**src/rtl/rti_pkg.sv**
```systemverilog
package rti_pkg;
  localparam int RATE_W = 7;
  localparam int PSEL_W = 3;
  localparam int MSEL_W = 4;
  localparam int DATA_W = 8;
  localparam int ADDR_W = 2;

  localparam logic [ADDR_W-1:0] ADDR_RATE = 2'd0;
  localparam logic [ADDR_W-1:0] ADDR_ENA  = 2'd1;
  localparam logic [ADDR_W-1:0] ADDR_FLAG = 2'd2;

  typedef struct packed {
    logic              restart;
    logic              run;
    logic [PSEL_W-1:0] preSel;
    logic [MSEL_W-1:0] modSel;
  } rtiStrobe_t;
endpackage

```
**src/rtl/rti_datapath.sv**
```systemverilog
module rti_datapath
  import rti_pkg::*;
#(
  parameter int BASE_SHIFT = 9
) (
  input  logic       clk,
  input  logic       rstN,
  input  rtiStrobe_t strb,
  output logic       tmo
);
  localparam int MAX_P = (1 << PSEL_W) - 1;
  localparam int PRE_W = MAX_P + BASE_SHIFT;

  logic [PRE_W-1:0]  preCnt;
  logic [PRE_W-1:0]  limMask;
  logic [MSEL_W-1:0] modCnt;
  logic              preWrap;

  // Terminal count of the prescaler: the low (p + BASE_SHIFT) bits set
  for (genvar g = 0; g < PRE_W; g++) begin : g_mask
    assign limMask[g] = (g < (int'(strb.preSel) + BASE_SHIFT));
  end

  assign preWrap = strb.run && (preCnt == limMask);
  assign tmo     = preWrap && (modCnt == strb.modSel);

  always_ff @(posedge clk or negedge rstN) begin
    if (!rstN) begin
      preCnt <= '0;
      modCnt <= '0;
    end else if (strb.restart || !strb.run) begin
      preCnt <= '0;
      modCnt <= '0;
    end else if (preWrap) begin
      preCnt <= '0;
      modCnt <= (modCnt == strb.modSel) ? '0 : modCnt + 1'b1;
    end else begin
      preCnt <= preCnt + 1'b1;
    end
  end
endmodule

```
**src/rtl/rti_ctrl.sv**
```systemverilog
module rti_ctrl
  import rti_pkg::*;
(
  input  logic              clk,
  input  logic              rstN,
  input  logic              wrEn,
  input  logic [ADDR_W-1:0] addr,
  input  logic [DATA_W-1:0] wrData,
  input  logic              tmo,
  output rtiStrobe_t        strb,
  output logic [RATE_W-1:0] rateReg,
  output logic              enable,
  output logic              flag
);
  logic wrRate, wrEna, wrFlag;

  assign wrRate = wrEn && (addr == ADDR_RATE);
  assign wrEna  = wrEn && (addr == ADDR_ENA);
  assign wrFlag = wrEn && (addr == ADDR_FLAG);

  always_ff @(posedge clk or negedge rstN) begin
    if (!rstN) begin
      rateReg <= '0;
      enable  <= 1'b0;
      flag    <= 1'b0;
    end else begin
      if (wrRate) rateReg <= wrData[RATE_W-1:0];
      if (wrEna)  enable  <= wrData[DATA_W-1];
      if (tmo)    flag    <= 1'b1;
      else if (wrFlag && wrData[DATA_W-1]) flag <= 1'b0;
    end
  end

  assign strb.restart = wrRate;
  assign strb.preSel  = rateReg[RATE_W-1 -: PSEL_W];
  assign strb.modSel  = rateReg[MSEL_W-1:0];
  assign strb.run     = (strb.preSel != '0);
endmodule

```
**src/rtl/rti_timer.sv**
```systemverilog
module rti_timer
  import rti_pkg::*;
#(
  parameter int BASE_SHIFT = 9
) (
  input  logic       clk,
  input  logic       rstN,
  input  logic       wrEn,
  input  logic [1:0] addr,
  input  logic [7:0] wrData,
  output logic [7:0] rdData,
  output logic       irq
);
  rtiStrobe_t        strb;
  logic              tmo;
  logic              enable;
  logic              flag;
  logic [RATE_W-1:0] rateReg;

  rti_ctrl u_ctrl (
    .clk(clk), .rstN(rstN), .wrEn(wrEn), .addr(addr), .wrData(wrData),
    .tmo(tmo), .strb(strb), .rateReg(rateReg), .enable(enable), .flag(flag)
  );

  rti_datapath #(.BASE_SHIFT(BASE_SHIFT)) u_dp (
    .clk(clk), .rstN(rstN), .strb(strb), .tmo(tmo)
  );

  assign irq = enable & flag;

  always_comb begin
    case (addr)
      ADDR_RATE: rdData = {1'b0, rateReg};
      ADDR_ENA:  rdData = {enable, 7'b0};
      ADDR_FLAG: rdData = {flag, 7'b0};
      default:   rdData = '0;
    endcase
  end
endmodule

```
**config.mk**
```make
export PLATFORM = sky130hd
export DESIGN_NAME = rti_timer
export DESIGN_NICKNAME = d
export VERILOG_FILES = /design/src/rtl/rti_pkg.sv /design/src/rtl/rti_datapath.sv /design/src/rtl/rti_ctrl.sv /design/src/rtl/rti_timer.sv
export SDC_FILE = /design/constraint.sdc
export NUM_CORES = 1
export LEC_CHECK = 0
export BUFFER_PORTS_ARGS = -buffer_cell sky130_fd_sc_hd__buf_2
export CORE_MARGIN = 2
export CORE_UTILIZATION = 57
export DETAILED_ROUTE_END_ITERATION = 10
export HOLD_SLACK_MARGIN = 0.02
export MAX_ROUTING_LAYER = met4
export PLACE_DENSITY = 0.78
export RECOVER_POWER = 25
export SLEW_MARGIN = 10
export SYNTH_ARGS = -nofsm -noshare
export SYNTH_HDL_FRONTEND = slang
export SYNTH_SLANG_ARGS = --single-unit
```
**constraint.sdc**
```tcl
create_clock -name clk -period 6.6 [get_ports clk]
set_input_delay 1.32 -clock clk [delete_from_list [all_inputs] [get_ports clk]]
set_output_delay 1.32 -clock clk [all_outputs]
set_load 0.02 [all_outputs]
```
Yosys cells after proc, flatten, opt, wreduce, memory -nomap -nowiden

Cells that the tools add are included.

Bits in registers: 29
Bits of input ports: 13

Add/sub/neg operators: 3
Magnitude comparators: 16
Eq/ne operators: 4
Mux-type cells: 8
Bitwise gates (word level): 1
Reductions and logical operators: 12

Operator list:

| cell                                                                  | number |
|---|---|
| 5-bit by 32-bit < comparator with 1-bit output (first input constant) | 8 |
| 4-bit by 32-bit < comparator with 1-bit output (first input constant) | 4 |
| 3-bit by 32-bit < comparator with 1-bit output (first input constant) | 2 |
| 2-bit by 32-bit < comparator with 1-bit output (first input constant) | 1 |
| 16-bit 2-to-1 mux                                                     | 2 |
| 8-bit case mux with 3 select lines                                    | 1 |
| 16-bit by 1-bit adder with 16-bit output (second input constant)      | 1 |
| 16-bit == test                                                        | 1 |
| 4-bit 2-to-1 mux                                                      | 3 |
| 1-bit logical AND                                                     | 6 |
| 3-bit by 4-bit adder with 5-bit output (second input constant)        | 1 |
| 1-bit by 5-bit < comparator with 1-bit output (first input constant)  | 1 |
| 4-bit by 1-bit adder with 4-bit output (second input constant)        | 1 |
| 4-bit == test                                                         | 1 |
| 2-bit nonzero test                                                    | 2 |
| 3-bit nonzero test                                                    | 1 |
| 2-bit by 1-bit == test with 1-bit output (second input constant)      | 1 |
| 2-bit == test (second input constant)                                 | 1 |
| 2-bit logical NOT                                                     | 1 |
| 1-bit 2-to-1 mux                                                      | 2 |
| 1-bit bitwise AND                                                     | 1 |
| 1-bit logical NOT                                                     | 1 |
| 1-bit logical OR                                                      | 1 |

Longest topological paths before layout

Gate-level depths: netlist of run 1.

Depth after elaboration: 6
Depth in mapped cells: 10

Modules after synthesis

Synthesis of run 1 repeated with hierarchy kept, for this count alone.

Cells, all modules: 188
Area, all modules: 1,859.3 µm²

By module, submodules not included:

| module       | instances | cells an instance | area each (µm²) | sequential area each (µm²) |
|---|---|---|---|---|
| rti_datapath | 1         | 146               | 1,362.6         | 500.5 |
| rti_ctrl     | 1         | 30                | 424.2           | 225.2 |
| rti_timer    | 1         | 12                | 72.6            | 0.0 |

Worst setup path before layout of run 1

OpenSTA, ideal clock, no wires.

Path kind: input port to output port
From: input port addr[1]
To: output port rdData[7]
Data arrival time: 1,828 ps
Setup slack: 3,452 ps
Cell stages on the path: 2
Path buffers: 0
Cell sequence: nand2_1 -> o21ai_0

Longest elaborated chain between the ends: 2
Elaborated cells on any way between the ends: 4
Classes of those cells: eq/ne (2); mux (1); reduce/logical (1)

Ends and longest elaborated chain:

| item                                        | RTL line        | text |
|---|---|---|
| from (decl)                                 | rti_timer.sv:9  | `input logic [1:0] addr,` |
| 2-bit == test, or another cell as far along | rti_timer.sv:32 | `case (addr)` |
| 8-bit case mux with 3 select lines *        | rti_timer.sv:32 |  |
| to (decl)                                   | rti_timer.sv:11 | `output logic [7:0] rdData,` |

Every way passes the cells marked *; elsewhere a longest branch is shown, timed or not.

Worst setup path in the final report of run 1

From: register u_ctrl.rateReg[5]
To: register u_dp.preCnt[8]

Longest elaborated chain between the ends: 6
Elaborated cells on any way between the ends: 24
Classes of those cells: add/sub (1); order compare (16); eq/ne (1); mux (2); reduce/logical (4)

Ends and longest elaborated chain:

| item                                                                         | RTL line           | text |
|---|---|---|
| from (decl)                                                                  | rti_ctrl.sv:11     | `output logic [RATE_W-1:0] rateReg,` |
| from (signal assigned)                                                       | rti_ctrl.sv:27     | `if (wrRate) rateReg <= wrData[RATE_W-1:0];` |
| 3-bit by 4-bit adder with 5-bit output                                       | rti_datapath.sv:21 | `assign limMask[g] = (g < (int'(strb.preSel) + BASE_SHIFT));` |
| 2-bit by 32-bit < comparator with 1-bit output, or another cell as far along | rti_datapath.sv:21 |  |
| 16-bit == test                                                               | rti_datapath.sv:24 | `assign preWrap = strb.run && (preCnt == limMask);` |
| 1-bit logical AND                                                            | rti_datapath.sv:24 |  |
| 16-bit 2-to-1 mux                                                            | rti_datapath.sv:34 | `end else if (preWrap) begin` |
| 16-bit 2-to-1 mux *                                                          | rti_datapath.sv:31 | `end else if (strb.restart \|\| !strb.run) begin` |
| to (signal assigned)                                                         | rti_datapath.sv:38 | `preCnt <= preCnt + 1'b1;` |
| to (decl)                                                                    | rti_datapath.sv:14 | `logic [PRE_W-1:0] preCnt;` |

Marks and branches as above.
A chain may end at the register's enable or synchronous reset.

==> results of run 1 <==
Yosys cell counts (all sizes together):
| library cell | instances | area, um^2 |
|---|---|---|
| inv | 7 | 26.3 |
| o2111a | 1 | 11.3 |
| nand2 | 15 | 56.3 |
| a21oi | 6 | 30.0 |
| o21ai | 8 | 43.8 |
| nand4 | 6 | 37.5 |
| o21bai | 1 | 7.51 |
| dfrtp | 29 | 726 |
| xor2 | 12 | 105 |
| mux2i | 2 | 20.0 |
| mux2 | 5 | 56.3 |
| a22o | 1 | 8.76 |
| or3 | 3 | 18.8 |
| and3 | 5 | 32.5 |
| a21o | 1 | 7.51 |
| xnor2 | 6 | 52.6 |
| nand3b | 2 | 15.0 |
| o31ai | 3 | 36.3 |
| nor2 | 26 | 97.6 |
| o21a | 1 | 7.51 |
| ha | 7 | 87.6 |
| nor3b | 1 | 7.51 |
| a2111o | 1 | 11.3 |
| o41ai | 3 | 26.3 |
| clkbuf | 1 | 3.75 |
| nor2b | 6 | 37.5 |
| nor4 | 1 | 6.26 |
| buf | 3 | 21.3 |
| nand3 | 12 | 60.1 |
| nor3 | 6 | 30.0 |
| nand2b | 3 | 18.8 |
| a311oi | 1 | 8.76 |
| and4b | 1 | 10.0 |
| and4 | 1 | 8.76 |
| a21boi | 1 | 7.51 |
| nand4b | 5 | 43.8 |
| and2 | 7 | 43.8 |
| a2111oi | 2 | 36.3 |
| nand4bb | 1 | 11.3 |
| o2111ai | 2 | 17.5 |
area by class of cell:
| type | instances | area (um^2) | share of cell area (%) |
|---|---|---|---|
| inverters | 7 | 26.3 | 1.26 |
| repair buffers | 21 | 104 | 4.98 |
| well taps | 44 | 55.1 | 2.64 |
| clock buffers | 7 | 55.1 | 2.64 |
| multi-input cells | 165 | 1120 | 53.6 |
| flip-flops and latches | 29 | 726 | 34.8 |
cell usage in the layout, fill, tap and decap left out, types with 4 or more instances in the layout:
cell	count
and2_1	7
nand3_1	12
and3_1	4
nor2_1	26
nand4b_1	5
a21oi_1	6
nor3_1	6
nand2_1	15
xor2_1	12
nand4_1	6
dfrtp_1	29
nor2b_1	6
clkbuf_4	5
xnor2_1	6
buf_2	20
ha_1	7
mux2_2	5
o21ai_0	7
inv_1	7
logic make-up after synthesis:
logic type,after synthesis,synth area share [%]
compound gates,32,13.7
xor+xnor,18,8.32
fa+ha+maj,7,4.62
buf+inv,11,2.71
flops,29,38.3
mux,7,4.03
simple gates,101,28.3
power by group through the flow:
stage	clock network [mW]	registers, mW	logic (mW)
finish	0.108	0.220	0.134
global route	0.123	0.224	0.151
CTS	0.112	0.220	0.134
detailed placement	0	0.223	0.133
global placement	0	0.222	0.128
floorplan	0	0.216	0.103
state kept, by name (all words and copies together) (netlist names):
register	count
u_ctrl.flag	1
u_dp.modCnt	4
u_ctrl.rateReg	7
u_ctrl.enable	1
u_dp.preCnt	16
through the flow:
stage | utilization (%) | setup WS (ns) | total power [mW] | hold slack [ns] | std cells
4_1_cts | 67.2 | 3.30 | 0.465 | 0.525 | 273
5_1_grt | 67.1 | 3.07 | 0.497 | 0.552 | 273
3_3_place_gp | 65.4 | 3.34 | 0.350 | 0.505 | 266
2_1_floorplan | - | 3.45 | 0.320 | 0.474 | 205
3_5_place_dp | 65.4 | 3.30 | 0.356 | 0.513 | 266
6_report | 67.1 | 3.28 | 0.462 | 0.526 | 273
final timing paths:
check | from | end | slack (ns) | cells past startpoint
setup / recovery | u_ctrl.rateReg[5]$_DFFE_PN0P_ | u_dp.preCnt[8]$_DFF_PN0_ | 3.28 | 8
hold / removal | u_dp.preCnt[0]$_DFF_PN0_ | u_dp.preCnt[0]$_DFF_PN0_ | 0.53 | 1
setup reg to reg | u_ctrl.rateReg[5]$_DFFE_PN0P_ | u_dp.preCnt[8]$_DFF_PN0_ | 3.28 | 8
hold reg to reg | u_dp.preCnt[0]$_DFF_PN0_ | u_dp.preCnt[0]$_DFF_PN0_ | 0.53 | 1
max in group asynchronous | rstN | u_dp.preCnt[14]$_DFF_PN0_ | 4.35 | 1
min in group asynchronous | rstN | u_dp.modCnt[2]$_DFFE_PN0P_ | 1.35 | 1
routing by layer:
metal	track usage, %	vias to the layer above
met2	39.8	38
met4	8.51	0
met1	34.6	766
met3	6.51	7
li1	-	783
met5	-	-
==> impl_metrics.csv, run 1 <==
group,metric,value,unit
critical_path,slowest_stage,"o31ai_4",
critical_path,cp_max_fo,16,
drt,firstDrtPassIters,4,
grt,grt_pass1_wl,6990,um
grt,grt_antenna_before_repair,0,
drt,wire_per_inst,15.0,um
drt,met3_length,173,um
floorplan,die_area,0.00380,mm^2
timing,max_slew.worst_pin.slew,1.53,ns
power,p_clk_share,23.4,%
drt,top_layer,"met4",
grt,track_usage,26.3,%
power,switching_power,163,uW
run_status,status,"complete, but fails checks",
worst_hold_path,min_path_type,"reg2reg",
run_status,violations,"capacitance limit, slew limit",
place,place_congestion,0.857,
synthesis,synth_warnings,0,
floorplan,rows,20,
clock_tree,h-tree-depth,2,
place,dp_hpwl,3040,um
synthesis,seq_area_frac_synth,38.3,%
finish,diodes,0,
grt,grt_pass1_vias,1480,
clock_tree,cts_buffers,5,
critical_path,required,6.78,ns
floorplan,fp.dieW,61.7,um
finish,drive_above_1_share,15.3,%
power,powerDensity,222,mW/mm^2
synthesis,yosysUniqueCellTypes,45,
critical_path,slowest_delay,0.70,ns
timing,period_minus_slack,3.32,ns
power,internal_power,299,uW
clock_tree,clock_sinks,29,
clock_tree,cts_tree,"yes",
critical_path,cpLargestDelayFamily,"compound AO/OA/AOI/OAI gates",
drt,ant_nets,0,
finish,finalInstanceArea,0.00208,mm^2
clock_tree,post_cts_resized,0,
drt,drc,0,
timing,finalCritPeriodShare,50.3,%
power,pwr-share-comb,28.9,%
critical_path,crit_chain,"ha_1 > ha_1 > nor2_1 > and4b_1 > a2111oi_4 > o2111ai_1 > o31ai_4 > nor2_1",
floorplan,die_y,61.7,um
critical_path,worstPathArrival,3.51,ns
timing,slew-limit-headroom,-2.15,%
drt,drt-met1-wl,1910,um
critical_path,start_kind,"register",
finish,syn_to_final_growth,9.97,%
power,ir_drop,0.138,mV
drt,drt_iter0_markers,169,
clock_tree,clockRootBuffer,"clkbuf_4",
critical_path,cp-end-kind,"register",
clock_tree,hold_buffers,0,
grt,grt.overflow.total,0,
clock_tree,clk_pin_slew,0.10,ns
timing,final-hold-violation-count,0,
critical_path,cp_num_buf_inv,0,
finish,fin_nets,249,
timing,setup_tns,0,ns
timing,timing.fmax,301,MHz
floorplan,io_pins,22,
drt,wl_met2,1940,um
synthesis,syn_avg_cell_area,9.24,um^2
power,netSwitchingFraction,35.3,%
drt,via_per_inst,5.84,
floorplan,start_util,61.0,%
critical_path,path_class,"reg2reg",
synthesis,syn_inst,205,
timing,clock_skew,0.0151,ns
power,seq_power_share,47.7,%
drt,via_count,1594,
timing,slew_viol_final,30,
clock_tree,cts_setup_buffers,0,
synthesis,syn_area,0.00189,mm^2
finish,fillCellCount,245,
clock_tree,clk_path_buf_depth,2,
timing,setup_viol,0,
flow_run,max-cap-violations,1,
place,placed_cell_area,0.00203,mm^2
power,p_leak,0.917,nW
place,port_buffers,21,
synthesis,ys_ff_latch,29,
synthesis,syn_nets,225,
timing,rsz0062_at_grt,"no",
floorplan,core-area,0.00310,mm^2
grt,grt_max_degree,30,
drt,routed_wl,4080,um
clock_tree,clk_latency,0.33,ns
No activity file was read; power rests on OpenSTA's default activity.
==> inputs of run 2 (changes only) <==
==> constraint.sdc (replaced) <==
create_clock -name clk -period 3.1 [get_ports clk]
set_input_delay 0.62 -clock clk [delete_from_list [all_inputs] [get_ports clk]]
set_output_delay 0.62 -clock clk [all_outputs]
set_load 0.02 [all_outputs]
==> run 2 against run 1 <==
  * The flow still finishes with violations (capacitance limit, slew limit)
  * Die area did not move
  * Clock skew fell by 0.0049 ns
  * Clock power rose by 120%
  * Largest cell class unchanged
  * Highest routed layer unchanged
==> impl_metrics.csv, run 2 (same netlist as run 1, synthesis figures left out) <==
group,metric,value,unit
run_status,status,"complete, but fails checks",
run_status,violations,"capacitance limit, slew limit",
critical_path,cpLargestDelayFamily,"compound AO/OA/AOI/OAI gates",
floorplan,fp.dieW,61.7,um
critical_path,cp-end-kind,"register",
clock_tree,clk_latency,0.33,ns
floorplan,start_util,61.0,%
drt,drt_iter0_markers,73,
timing,slew-limit-headroom,-4.68,%
drt,wire_per_inst,15.5,um
critical_path,r2r-end,"u_dp.preCnt[5]$_DFF_PN0_",
finish,regMostFlops,"u_dp.preCnt",
finish,largest_reg_flops,16,
place,dp_hpwl,3200,um
clock_tree,clock_sinks,29,
grt,grt_pass1_vias,1577,
timing,max_slew.worst_pin.slew,1.57,ns
grt,grt_pass1_wl,7200,um
grt,track_usage,27.2,%
place,place_congestion,0.821,
critical_path,path_class,"reg2reg",
worst_hold_path,whs_path_depth,3,
critical_path,required,3.31,ns
floorplan,io_pins,22,
critical_path,crit_top_cell,"nor2_1",
critical_path,start_kind,"register",
finish,final_common_cell,"dfrtp_1",
timing,clock_skew,0.0102,ns
timing,setup_tns,0,ns
finish,final_cell_mix,"dfrtp_1 (29), nor2_1 (26), buf_2 (20), nand2_1 (15)",
drt,via_count,1603,
floorplan,core-area,0.00310,mm^2
finish,syn_to_final_growth,11.6,%
critical_path,r2r_start,"u_ctrl.rateReg[5]$_DFFE_PN0P_",
timing,timing.fmax,352,MHz
clock_tree,clockRootBuffer,"clkbuf_4",
floorplan,die_y,61.7,um
critical_path,reg2reg_slack,0.26,ns
finish,drive_above_1_share,17.2,%
power,ir_drop,0.254,mV
critical_path,slowest_delay,0.51,ns
finish,diodes,0,
timing,setup_viol,0,
clock_tree,cts_tree,"yes",
drt,drc,0,
power,powerDensity,473,mW/mm^2
drt,routed_wl,4280,um
timing,period_minus_slack,2.84,ns
timing,finalCritPeriodShare,91.7,%
timing,slew_viol_final,30,
clock_tree,clk_path_buf_depth,2,
worst_hold_path,hold_end,"u_ctrl.rateReg[6]$_DFFE_PN0P_",
timing,final-hold-violation-count,0,
critical_path,crit_chain,"ha_1 > ha_2 > nor2_1 > and4b_1 > a2111oi_4 > o2111ai_1 > o31ai_4 > buf_4 > nor2_1",
critical_path,cp_num_buf_inv,1,
drt,via_per_inst,5.81,
grt,grt.overflow.total,0,
grt,grt_antenna_before_repair,0,
floorplan,rows,20,
critical_path,cp_max_fo,16,
critical_path,worstPathArrival,3.06,ns
timing,rsz0062_at_grt,"no",
place,dp.cells,269,
finish,largestRegisters,"u_dp.preCnt x16, u_ctrl.rateReg x7, u_dp.modCnt x4",
power,p_leak,0.929,nW
clock_tree,clk_pin_slew,0.09,ns
drt,ant_nets,0,
grt,grt_max_degree,30,
clock_tree,h-tree-depth,2,
clock_tree,cts_buffers,5,
finish,fin_nets,252,
drt,firstDrtPassIters,4,
floorplan,die_area,0.00380,mm^2
flow_run,max-cap-violations,1,
worst_hold_path,min-delay-start,"wrData[6]",
critical_path,slowest_stage,"ha_2",
finish,finalNonFillerCells,276,
worst_hold_path,min_path_type,"in2reg",
critical_path,r2r_cells,9,
place,port_buffers,21,
[run 2: what timing repair did]
| item | CTS | global route |
|---|---|---|
| hold buffers | 0 | 0 |
| buffers inserted | 0 | 0 |
| endpoints found under the setup margin | 0 | 21 |
| resized for setup | 0 | 4 |
[run 2: per-stage QoR]
stage          power, mW  util (%)  hold WS, ns  setup WS, ns  cell area (um^2)
3_3_place_gp       0.751      66.1        0.503         0.232              2050
2_1_floorplan      0.680         -        0.324         0.477              1890
5_1_grt             1.07      68.1        0.491        0.0506              2110
4_1_cts             1.01      67.9        0.316        0.0849              2110
3_5_place_dp       0.767      66.1        0.518        0.0994              2050
6_report            1.00      68.1        0.480         0.257              2110
[run 2: metal layers]
metal | global-route usage [%] | wire length, um | up-vias
met5 | - | 0 | -
met4 | 11.9 | 85 | 0
met3 | 6.09 | 140 | 8
met2 | 40.2 | 2070 | 30
met1 | 35.7 | 1990 | 774
li1 | - | - | 791
[run 2: area by class of cell]
type | instances | area, um^2
sequential | 29 | 726
multi-input combinational | 165 | 1130
timing repair buffer | 24 | 126
fill | 268 | 988
inverter | 7 | 26.3
tap | 44 | 55.1
clock buffer | 7 | 55.1
[run 2: how the worst max path moves through the flow]
stage / startpoint / end / slack (ns) / cells after the start
5_1_grt: u_ctrl.rateReg[4]$_DFFE_PN0P_ / u_dp.preCnt[11]$_DFF_PN0_ / 0.05 / 9
3_3_place_gp: u_ctrl.rateReg[5]$_DFFE_PN0P_ / u_dp.modCnt[0]$_DFFE_PN0P_ / 0.23 / 8
2_1_floorplan: u_ctrl.rateReg[4]$_DFFE_PN0P_ / u_dp.preCnt[10]$_DFF_PN0_ / 0.48 / 10
3_5_place_dp: u_ctrl.rateReg[4]$_DFFE_PN0P_ / u_dp.modCnt[1]$_DFFE_PN0P_ / 0.1 / 8
6_report: u_ctrl.rateReg[5]$_DFFE_PN0P_ / u_dp.preCnt[5]$_DFF_PN0_ / 0.26 / 9
4_1_cts: u_ctrl.rateReg[5]$_DFFE_PN0P_ / u_dp.modCnt[0]$_DFFE_PN0P_ / 0.08 / 8
[run 2: worst min-delay path: cells and delay by family]
| family | cells | cell delay [ns] |
|---|---|---|
| buf+inv | 1 | 0.07 |
| compound gates | 1 | 0.05 |
| simple gates | 1 | 0.03 |
[run 2: report_power, final]
part	switching, mW	total, mW	internal, mW	leakage (nW)
clock network	0.127	0.234	0.107	0.0314
logic	0.178	0.301	0.123	0.512
registers	0.0497	0.466	0.416	0.386
total	0.355	1.00	0.646	0.929
==> inputs of run 3 (changes only) <==
--- a/config.mk
+++ b/config.mk
@@ -5,7 +5,7 @@
 export SDC_FILE = /design/constraint.sdc
 export NUM_CORES = 1
 export LEC_CHECK = 0
-export BUFFER_PORTS_ARGS = -buffer_cell sky130_fd_sc_hd__buf_2
+export BUFFER_PORTS_ARGS = -buffer_cell sky130_fd_sc_hd__buf_4
 export CORE_MARGIN = 2
 export CORE_UTILIZATION = 57
 export DETAILED_ROUTE_END_ITERATION = 10
==> run 3 against run 2 <==
  * The run still ends with capacitance limit, slew limit left
  * Via count rose by 0.25%
  * Routed wire length fell by 4.7%
  * First-iteration DRC count grew 25%
  * Clock power shrank 3%
  * Maximum frequency fell by 2.8%
  * Register-to-register slack worse by 0.08 ns
  * Global-route usage shrank 1.3 points
==> impl_metrics.csv, run 3 (same netlist as run 1, synthesis figures left out) <==
group,metric,value,unit
run_status,status,"complete, but fails checks",
run_status,violations,"capacitance limit, slew limit",
finish,finalInstanceArea,0.00217,mm^2
drt,via_count,1607,
finish,fillCellCount,258,
finish,diodes,0,
timing,setup_viol,0,
drt,ant_nets,0,
floorplan,start_util,61.0,%
critical_path,cp_max_fo,16,
timing,period_minus_slack,2.93,ns
power,finalPower,995,uW
timing,final.setup.worst_slack,0.174,ns
power,ir_drop,0.381,mV
timing,rsz0062_at_grt,"no",
worst_hold_path,min_path_type,"in2reg",
timing,max_slew.worst_pin.slew,1.55,ns
timing,slew-limit-headroom,-3.42,%
finish,finalNonFillerCells,277,
critical_path,worstPathArrival,3.16,ns
floorplan,fp.dieW,61.7,um
finish,seq_area,726,um^2
clock_tree,cts_tree,"yes",
finish,syn_to_final_growth,14.4,%
timing,slew_viol_final,30,
grt,grt_antenna_before_repair,0,
timing,timing.fmax,342,MHz
clock_tree,clk_pin_slew,0.10,ns
clock_tree,clockRootBuffer,"clkbuf_4",
finish,fin_nets,252,
critical_path,crit_top_cell,"ha_1",
place,dp_slack,0.0838,ns
finish,drive_above_1_share,18.0,%
finish,multi_input_area,0.00113,mm^2
critical_path,crit_chain,"ha_1 > ha_1 > nand4b_1 > a311oi_1 > o2111ai_2 > o31ai_4 > buf_4 > nor2_1",
clock_tree,h-tree-depth,2,
critical_path,path_class,"reg2reg",
finish,final_cell_mix,"dfrtp_1 (29), nor2_1 (26), buf_4 (23), nand2_1 (15)",
place,dp.cells,269,
finish,largestRegisters,"u_dp.preCnt x16, u_ctrl.rateReg x7, u_dp.modCnt x4",
grt,grt_pass1_wl,6850,um
power,internal_power,628,uW
timing,clock_skew,0.00522,ns
place,dp_hpwl,3100,um
finish,regMostFlops,"u_dp.preCnt",
clock_tree,clk_latency,0.34,ns
critical_path,slowest_stage,"ha_1",
timing,setup_tns,0,ns
finish,largest_reg_flops,16,
power,switching_power,366,uW
drt,firstDrtPassIters,4,
critical_path,slowest_delay,0.59,ns
place,place_congestion,0.874,
floorplan,core-area,0.00310,mm^2
critical_path,start_kind,"register",
drt,via_per_inst,5.80,
clock_tree,cts_buffers,5,
grt,grt.overflow.total,0,
timing,finalCritPeriodShare,94.4,%
finish,post-route-util,69.8,%
flow_run,max-cap-violations,1,
clock_tree,clk_path_buf_depth,2,
clock_tree,hold_buffers,0,
place,placed_cell_area,0.00210,mm^2
floorplan,die_area,0.00380,mm^2
drt,drc,0,
floorplan,io_pins,22,
power,powerDensity,459,mW/mm^2
grt,track_usage,25.9,%
power,netSwitchingFraction,36.8,%
power,pwr-share-comb,30.0,%
power,seq_power_share,47.1,%
critical_path,required,3.33,ns
clock_tree,clock_sinks,29,
power,p_leak,0.942,nW
grt,grt_pass1_vias,1455,
place,port_buffers,21,
drt,routed_wl,4080,um
power,p_clk_share,22.8,%
clock_tree,post_cts_resized,0,
drt,wire_per_inst,14.7,um
floorplan,rows,20,
finish,final_common_cell,"dfrtp_1",
grt,grt_max_degree,30,
critical_path,cp-end-kind,"register",
floorplan,die_y,61.7,um
clock_tree,cts_setup_buffers,0,
drt,drt_iter0_markers,91,
timing,final-hold-violation-count,0,
timing,hold_ws,0.475,ns
-- run 3: changes by cell type in the layout (fill, tap and decap cells not counted), sizes merged --
| cell | previous run | this run |
|---|---|---|
| clkbuf | 8 | 6 |
| clkinv | 0 | 2 |
| clkinvlp | 0 | 1 |
-- run 3: per-layer routing --
metal / vias to the layer above / wire [um] / share of wire [%] / global-route usage (%)
met5: - / 0 / 0 / -
met3: 6 / 253 / 6.2 / 6.30
li1: 795 / - / - / -
met1: 760 / 1900 / 47 / 35.3
met4: 0 / 48 / 1.2 / 7.29
met2: 46 / 1880 / 46 / 38.5
-- run 3: cell type report --
| class | count | area share [%] |
|---|---|---|
| clock buffers | 5 | 1.73 |
| well taps | 44 | 2.54 |
| inverters | 7 | 1.21 |
| repair buffers | 24 | 8.14 |
| multi-input cells | 165 | 52.1 |
| clock inverters | 3 | 0.808 |
| flip-flops and latches | 29 | 33.5 |
-- run 3: critical path, delay by kind of cell, from the launching register on --
| family | cells | cell delay [ns] |
|---|---|---|
| and+or+nand+nor | 2 | 0.23 |
| AOI/OAI and AO/OA | 3 | 1.00 |
| buffers and inverters | 1 | 0.24 |
| DFF | 1 | 0.45 |
| adders and majority gates | 2 | 0.87 |
-- run 3: power by group through the flow --
stage / combinational [mW] / clock [mW] / sequential [mW]
6_report: 0.299 / 0.227 / 0.469
5_1_grt: 0.336 / 0.254 / 0.475
4_1_cts: 0.295 / 0.238 / 0.467
3_5_place_dp: 0.293 / 0 / 0.475
2_1_floorplan: 0.220 / 0 / 0.460
3_3_place_gp: 0.288 / 0 / 0.470
-- run 3: final timing paths --
check / slack, ns / endpoint / cells after the start / startpoint
worst max-delay path: 0.17 / u_dp.preCnt[13]$_DFF_PN0_ / 8 / u_ctrl.rateReg[5]$_DFFE_PN0P_
worst min-delay path: 0.48 / u_ctrl.rateReg[6]$_DFFE_PN0P_ / 3 / wrData[6]
min in group asynchronous: 0.65 / u_ctrl.enable$_DFFE_PN0P_ / 1 / rstN
worst max register to register: 0.17 / u_dp.preCnt[13]$_DFF_PN0_ / 8 / u_ctrl.rateReg[5]$_DFFE_PN0P_
max in group asynchronous: 1.56 / u_dp.preCnt[8]$_DFF_PN0_ / 1 / rstN
worst min register to register: 0.54 / u_dp.preCnt[0]$_DFF_PN0_ / 1 / u_dp.preCnt[0]$_DFF_PN0_
